--- config.mk ---
export PLATFORM = sky130hd
export DESIGN_NAME = shadd_mult
export DESIGN_NICKNAME = d
export VERILOG_FILES = /design/src/rtl/shadd_mult_pkg.sv /design/src/rtl/shadd_shreg.sv /design/src/rtl/shadd_accum.sv /design/src/rtl/shadd_ctrl.sv /design/src/rtl/shadd_mult.sv
export SDC_FILE = /design/constraint.sdc
export NUM_CORES = 1
export LEC_CHECK = 0
export ABC_CLOCK_PERIOD_IN_PS = 2200
export BUFFER_PORTS_ARGS = -buffer_cell sky130_fd_sc_hd__buf_2
export CELL_PAD_IN_SITES_DETAIL_PLACEMENT = 1
export CELL_PAD_IN_SITES_GLOBAL_PLACEMENT = 1
export CORE_ASPECT_RATIO = 1.25
export CORE_UTILIZATION = 39
export CTS_CLUSTER_SIZE = 12
export DETAILED_ROUTE_END_ITERATION = 10
export GPL_ROUTABILITY_DRIVEN = 1
export PLACE_DENSITY_LB_ADDON = 0.12
export SLEW_MARGIN = 40
export SYNTH_ARGS = -nofsm -noshare
export SYNTH_HDL_FRONTEND = slang
export SYNTH_SLANG_ARGS = --single-unit
--- constraint.sdc ---
create_clock -name clk -period 2.2 [get_ports clk]
set_clock_uncertainty 0.15 [all_clocks]
set_input_delay 0.66 -clock clk [delete_from_list [all_inputs] [get_ports clk]]
set_output_delay 0.66 -clock clk [all_outputs]
set_load 0.02 [all_outputs]
--- src/rtl/shadd_mult_pkg.sv ---
package shadd_mult_pkg;
   typedef enum logic [1:0] {
      ST_IDLE = 2'd0,
      ST_RUN  = 2'd1,
      ST_DONE = 2'd2
   } mult_state_t;

   // product register source select
   localparam logic PSRC_ZERO = 1'b0;
   localparam logic PSRC_SUM  = 1'b1;
endpackage

--- src/rtl/shadd_shreg.sv ---
module shadd_shreg #(
   parameter int W       = 16,
   parameter bit GO_LEFT = 1'b1
) (
   input  logic         clk,
   input  logic         rst_n,
   input  logic         load,
   input  logic         shift,
   input  logic [W-1:0] din,
   output logic [W-1:0] q
);
   logic [W-1:0] q_next_shift;

   generate
      if (W < 1) begin : g_bad_width
         $error("shadd_shreg: W must be at least 1");
      end
      if (GO_LEFT) begin : g_left
         assign q_next_shift = {q[W-2:0], 1'b0};
      end else begin : g_right
         assign q_next_shift = {1'b0, q[W-1:1]};
      end
   endgenerate

   always_ff @(posedge clk or negedge rst_n) begin
      if (!rst_n) begin
         q <= '0;
      end else if (load) begin
         q <= din;
      end else if (shift) begin
         q <= q_next_shift;
      end
   end
endmodule

--- src/rtl/shadd_accum.sv ---
module shadd_accum #(
   parameter int PW = 16
) (
   input  logic          clk,
   input  logic          rst_n,
   input  logic          psel,
   input  logic          ep,
   input  logic [PW-1:0] addend,
   output logic [PW-1:0] p
);
   import shadd_mult_pkg::*;

   logic [PW:0]   sum_ext;
   logic [PW-1:0] p_src;

   assign sum_ext = {1'b0, p} + {1'b0, addend};
   assign p_src   = (psel == PSRC_SUM) ? sum_ext[PW-1:0] : '0;

   always_ff @(posedge clk or negedge rst_n) begin
      if (!rst_n) begin
         p <= '0;
      end else if (ep) begin
         p <= p_src;
      end
   end

   AST_NO_OVERFLOW: assert property (@(posedge clk) disable iff (!rst_n)
      (ep && psel == PSRC_SUM) |-> !sum_ext[PW]);
endmodule

--- src/rtl/shadd_ctrl.sv ---
module shadd_ctrl
   import shadd_mult_pkg::*;
(
   input  logic        clk,
   input  logic        rst_n,
   input  logic        start,
   input  logic        b_zero,
   input  logic        b_lsb,
   output mult_state_t st,
   output logic        ld_ops,
   output logic        sh_ops,
   output logic        psel,
   output logic        ep,
   output logic        done
);
   mult_state_t st_nx;

   always_comb begin
      st_nx  = st;
      ld_ops = 1'b0;
      sh_ops = 1'b0;
      psel   = PSRC_ZERO;
      ep     = 1'b0;
      done   = 1'b0;
      unique case (st)
         ST_IDLE: begin
            ep = 1'b1;
            if (start) st_nx = ST_RUN;
            else       ld_ops = 1'b1;
         end
         ST_RUN: begin
            psel = PSRC_SUM;
            if (b_zero) begin
               st_nx = ST_DONE;
            end else begin
               sh_ops = 1'b1;
               ep     = b_lsb;
            end
         end
         ST_DONE: begin
            done = 1'b1;
            if (!start) st_nx = ST_IDLE;
         end
         default: st_nx = ST_IDLE;
      endcase
   end

   always_ff @(posedge clk or negedge rst_n) begin
      if (!rst_n) st <= ST_IDLE;
      else        st <= st_nx;
   end

   AST_FINISH: assert property (@(posedge clk) disable iff (!rst_n)
      (st == ST_RUN && b_zero) |=> done);
   AST_HOLD_DONE: assert property (@(posedge clk) disable iff (!rst_n)
      (done && start) |=> done);
   AST_LEAVE_DONE: assert property (@(posedge clk) disable iff (!rst_n)
      (done && !start) |=> (st == ST_IDLE));
endmodule

--- src/rtl/shadd_mult.sv ---
module shadd_mult #(
   parameter int OPW = 8
) (
   input  logic             clk,
   input  logic             rst_n,
   input  logic             start,
   input  logic [OPW-1:0]   op_a,
   input  logic [OPW-1:0]   op_b,
   output logic [2*OPW-1:0] product,
   output logic             done
);
   import shadd_mult_pkg::*;

   localparam int PW = 2 * OPW;

   generate
      if (OPW < 2) begin : g_bad_opw
         $error("shadd_mult: OPW must be at least 2");
      end
   endgenerate

   mult_state_t st;
   logic          ld_ops, sh_ops, psel, ep;
   logic [PW-1:0] a_q, p_q;
   logic [OPW-1:0] b_q;
   logic          b_zero;

   assign b_zero = (b_q == '0);

   shadd_ctrl u_ctrl (
      .clk    (clk),
      .rst_n  (rst_n),
      .start  (start),
      .b_zero (b_zero),
      .b_lsb  (b_q[0]),
      .st     (st),
      .ld_ops (ld_ops),
      .sh_ops (sh_ops),
      .psel   (psel),
      .ep     (ep),
      .done   (done)
   );

   shadd_shreg #(.W(PW), .GO_LEFT(1'b1)) u_areg (
      .clk   (clk),
      .rst_n (rst_n),
      .load  (ld_ops),
      .shift (sh_ops),
      .din   ({{OPW{1'b0}}, op_a}),
      .q     (a_q)
   );

   shadd_shreg #(.W(OPW), .GO_LEFT(1'b0)) u_breg (
      .clk   (clk),
      .rst_n (rst_n),
      .load  (ld_ops),
      .shift (sh_ops),
      .din   (op_b),
      .q     (b_q)
   );

   shadd_accum #(.PW(PW)) u_acc (
      .clk    (clk),
      .rst_n  (rst_n),
      .psel   (psel),
      .ep     (ep),
      .addend (a_q),
      .p      (p_q)
   );

   assign product = p_q;

   AST_IDLE_CLEARS: assert property (@(posedge clk) disable iff (!rst_n)
      (st == ST_IDLE) |=> (product == '0));
   AST_B_SHRINKS: assert property (@(posedge clk) disable iff (!rst_n)
      (st == ST_RUN && !b_zero) |=> (b_q == ($past(b_q) >> 1)));
   AST_ACCUM: assert property (@(posedge clk) disable iff (!rst_n)
      (st == ST_RUN && !b_zero && b_q[0]) |=> (p_q == $past(p_q + a_q)));
   AST_SKIP_ADD: assert property (@(posedge clk) disable iff (!rst_n)
      (st == ST_RUN && !b_zero && !b_q[0]) |=> $stable(p_q));
   AST_RESULT_STABLE: assert property (@(posedge clk) disable iff (!rst_n)
      (done && $past(done)) |-> $stable(product));
endmodule

==> out/metrics.yaml <==
outcome:
  outcome: "finished, violations left"
  failed_checks: "setup timing"
synthesis:
  post_synth_num_cell_types: 43
  synth.cell_area_mm2: 0.00248
  ys_ff_latch: 42
  synth_warnings: 0
  synth-seq-area-share_pct: 42.4
  synth_area_per_cell_um2: 9.24
  mappedNetlistNets: 303
  synthesis.instances: 268
worst_setup_path:
  setup.reg_to_reg.worst_slack_ps: -50
  timing.critical_path.from: "u_areg.q[0]"
  worstSetupPathType: "flop to flop"
  setup.worst_path.end: "u_acc.p[12]"
  timing.critical_path.fanout_max: 3
  worst_path_largest_cell_delay_ps: 420
  critPathRequiredTime_ps: 2280
  critical-path-slowest-cell: "sky130_fd_sc_hd__a2111o_1"
  crit-reg2reg-launch: "u_areg.q[0]"
  cp_cell_sequence: "ha_4 -> inv_2 -> fa_2 -> nor2b_2 -> o211ai_1 -> a21boi_2 -> o41ai_2 -> a2111o_1 -> nand3_1"
  worstRegToRegCells: 9
  crit_path_end_kind: "flop"
  crit_path_start_kind: "flop"
  crit-reg2reg-capture: "u_acc.p[12]"
  worstPathArrival_ps: 2330
floorplan:
  num_rows: 32
  die_h_um: 91.1
  starting_utilization_of_the_core_area_pct: 40.2
  placeableCoreArea_mm2: 0.00617
  die_area_mm2: 0.00667
  io_pins: 36
  die_w_um: 73.3
route:
  detailedRoute.firstIterationViolations: 74
  route.layer.met1.wl_um: 3220
  post_drt_via_cell_ratio: 5.43
  num_vias: 2249
  detailroute.wirelength.met3_um: 107
  drc: 0
  aggregate_routed_wire_length_um: 7010
  wl_per_cell_um: 16.9
  drt.antenna.violating_nets: 0
  route.met2.wl_um: 3600
  firstDrtPassIters: 4
  highest_layer: "met4"
worst_hold_path:
  timing.hold.worst.class: "input port to asynchronous set/reset pin"
sta:
  layout_min_cycle_time_ps: 2250
  setup-tns-final_ps: -63.3
  max-slew-margin-rel_pct: 55.9
  final-hold-violation-count: 0
  worstMarginPinSlew_ps: 662
  final_critical_path_setup_slack_ps: -47.6
  rsz0062_at_grt: "yes"
  setup_viol: 3
  timing.final.crit_share_pct: 102
  drv_slew: 0
  max_freq_mhz: 445
power_and_ir_drop:
  switchingPower_w: 0.00191
  netSwitchingFraction_pct: 45.6
  ratio_of_total_power_to_cell_area_mw_per_mm2: 1350
  p_leak_nw: 1.48
  cellInternalPower_w: 0.00228
  power.combinational.fraction_pct: 57.0
  seqPwrFrac_pct: 31.2
  power_frac_clock_pct: 11.9
  p_total_w: 0.00419
  ir_drop_uv: 652
global_route:
  grt_remaining_overflow: 0
  grt_antenna_before_repair: 0
  grt_first_pass_wirelength_um: 11500
  via_count_of_the_first_global_routing_pass: 2375
  grt_overall_usage_pct: 22.3
  largest_net_degree_at_the_start_of_global_routing: 19
clocking:
  cts-htree-levels: 2
  clock_tree_from_tritoncts: "built"
  cts_hold_repair.buffers: 0
  clock_sink_count: 42
  worst_skew_pair.late_latency_ps: 300
  clk_pin_slew_worst_paths_ps: 80
  cts_buffers: 5
  number_of_buffers_on_the_longest_clock_path: 2
  cts_root_buf: "sky130_fd_sc_hd__clkbuf_8"
placement:
  io_buffers: 35
  dp_slack_ps: -43.3
  globalplace.congestion: 0.734
  placedCellCount: 403
  dp_hpwl_um: 5020
finish:
  post-route-util_pct: 50.3
  final_cell_mix: "sky130_fd_sc_hd__dfrtp_1 (40), sky130_fd_sc_hd__nand2_1 (39), sky130_fd_sc_hd__buf_2 (35)"
  layout-drive-gt1-share_pct: 27.7
  nNetsFinal: 363
  finalNonFillerCells: 414
  n_antenna_cell: 0
  layout_commonest_cell: "sky130_fd_sc_hd__dfrtp_1"
  filler_cell_count: 753
  area_growth_syn_to_layout_pct: 25.3
run:
  maxCapViolCount: 0
==> logic make-up (layout without fill, tap and decap cells) <==
family                     count (synthesis)  after routing  synth area share [%]
AOI/OAI and AO/OA                         84             84                  21.1
xor gates and xnor gates                   9              9                  3.18
adders and majority gates                 16             16                  8.39
buffers and inverters                     16             77                  2.53
DFF                                       42             42                  42.4
muxes                                     16             16                  6.47
and+or+nand+nor                           85             85                  15.9
==> state kept, by name, summed over array words and instances (netlist names) <==
| signal | count |
|---|---|
| u_acc.p | 16 |
| u_areg.q | 16 |
| u_breg.q | 8 |
| u_ctrl.st | 2 |
==> Yosys cell counts <==
master / instances / area [µm²]
sky130_fd_sc_hd__o41ai_1: 1 / 8.76
sky130_fd_sc_hd__nand2b_1: 1 / 6.26
sky130_fd_sc_hd__or3_1: 3 / 18.8
sky130_fd_sc_hd__nand4_1: 1 / 6.26
sky130_fd_sc_hd__buf_2: 2 / 10.0
sky130_fd_sc_hd__dfrtp_1: 42 / 1050
sky130_fd_sc_hd__o21a_1: 2 / 15.0
sky130_fd_sc_hd__o2111ai_1: 2 / 17.5
sky130_fd_sc_hd__nor2_1: 17 / 63.8
sky130_fd_sc_hd__a2111o_1: 1 / 11.3
sky130_fd_sc_hd__and3_1: 4 / 25.0
sky130_fd_sc_hd__nand2_1: 39 / 146
sky130_fd_sc_hd__nor4_1: 1 / 6.26
sky130_fd_sc_hd__clkbuf_1: 7 / 26.3
sky130_fd_sc_hd__nand3_1: 5 / 25.0
sky130_fd_sc_hd__nor2_2: 1 / 6.26
sky130_fd_sc_hd__nor3_4: 1 / 16.3
sky130_fd_sc_hd__a22oi_1: 9 / 67.6
sky130_fd_sc_hd__fa_1: 1 / 20.0
sky130_fd_sc_hd__nor3b_1: 2 / 15.0
sky130_fd_sc_hd__a21o_1: 5 / 37.5
sky130_fd_sc_hd__inv_2: 1 / 3.75
sky130_fd_sc_hd__a21boi_1: 1 / 7.51
sky130_fd_sc_hd__a31o_2: 1 / 8.76
sky130_fd_sc_hd__a32oi_1: 1 / 8.76
sky130_fd_sc_hd__a311oi_1: 1 / 8.76
sky130_fd_sc_hd__xor2_1: 5 / 43.8
sky130_fd_sc_hd__o21ai_0: 35 / 175
sky130_fd_sc_hd__a22o_1: 2 / 17.5
sky130_fd_sc_hd__o311ai_0: 1 / 8.76
sky130_fd_sc_hd__ha_1: 15 / 188
sky130_fd_sc_hd__xnor2_1: 4 / 35.0
sky130_fd_sc_hd__nor3_1: 5 / 25.0
sky130_fd_sc_hd__inv_1: 6 / 22.5
sky130_fd_sc_hd__o211ai_1: 3 / 22.5
sky130_fd_sc_hd__a31oi_1: 1 / 6.26
sky130_fd_sc_hd__a211oi_1: 2 / 15.0
sky130_fd_sc_hd__o21bai_1: 1 / 7.51
sky130_fd_sc_hd__mux2i_1: 16 / 160
sky130_fd_sc_hd__nor2b_1: 3 / 18.8
sky130_fd_sc_hd__or4_1: 2 / 15.0
sky130_fd_sc_hd__o31ai_1: 1 / 7.51
sky130_fd_sc_hd__a21oi_1: 14 / 70.1
==> critical path, delay by kind of cell, from the launching register on <==
kind,cells,cell delay [ps]
buffers and inverters,1,40
adder cells (fa/ha/maj),2,500
AND/OR/NAND/NOR,2,210
AO/OA/AOI/OAI,4,890
flip-flops,1,390
==> worst min path at each step <==
stage	depth (start not counted)	startpoint	slack, ps	endpoint
floorplan	0	rst_n	210	u_acc.p[0]
global route	1	rst_n	160	u_acc.p[7]
global placement	2	u_acc.p[9]	340	u_acc.p[9]
finish	1	rst_n	140	u_areg.q[8]
CTS	1	rst_n	150	u_areg.q[8]
detailed placement	2	u_breg.q[4]	350	u_breg.q[4]
==> power by group through the flow <==
stage	registers [W]	logic [W]	clock network (W)
4_1_cts	0.00130	0.00235	0.000514
3_3_place_gp	0.00130	0.00224	0
5_1_grt	0.00134	0.00266	0.000551
2_1_floorplan	0.00135	0.00146	0
6_report	0.00131	0.00238	0.000496
3_5_place_dp	0.00131	0.00231	0
==> metal layers <==
metal	GRT usage, %	vias up
li1	-	1095
met1	27.9	1124
met2	39.4	25
met3	2.44	5
met4	6.70	0
met5	0	-
==> cell type report <==
cell class / count / area [µm²] / share of cell area, %
Tap cell: 85 / 106 / 3.43
Clock buffer: 8 / 80.1 / 2.58
Inverter: 7 / 26.3 / 0.847
Sequential cell: 42 / 1050 / 34.0
Multi-Input combinational cell: 210 / 1450 / 46.9
Timing Repair Buffer: 62 / 382 / 12.3
==> metrics by stage <==
step / cell area, µm² / hold slack, ps
final: 3100 / 139
after CTS: 3030 / 148
after global routing: 3100 / 162
after floorplan: 2500 / 214
after detailed placement: 2940 / 349
after global placement: 2930 / 337
==> repair_timing <==
| action | in CTS | in global routing |
|---|---|---|
| gates resized for setup | 1 | 16 |
| pin swaps | 1 | 2 |
| endpoints found under the setup margin | 3 | 10 |
| buffers inserted | 1 | 2 |
Power figures use the tool's default switching activity.
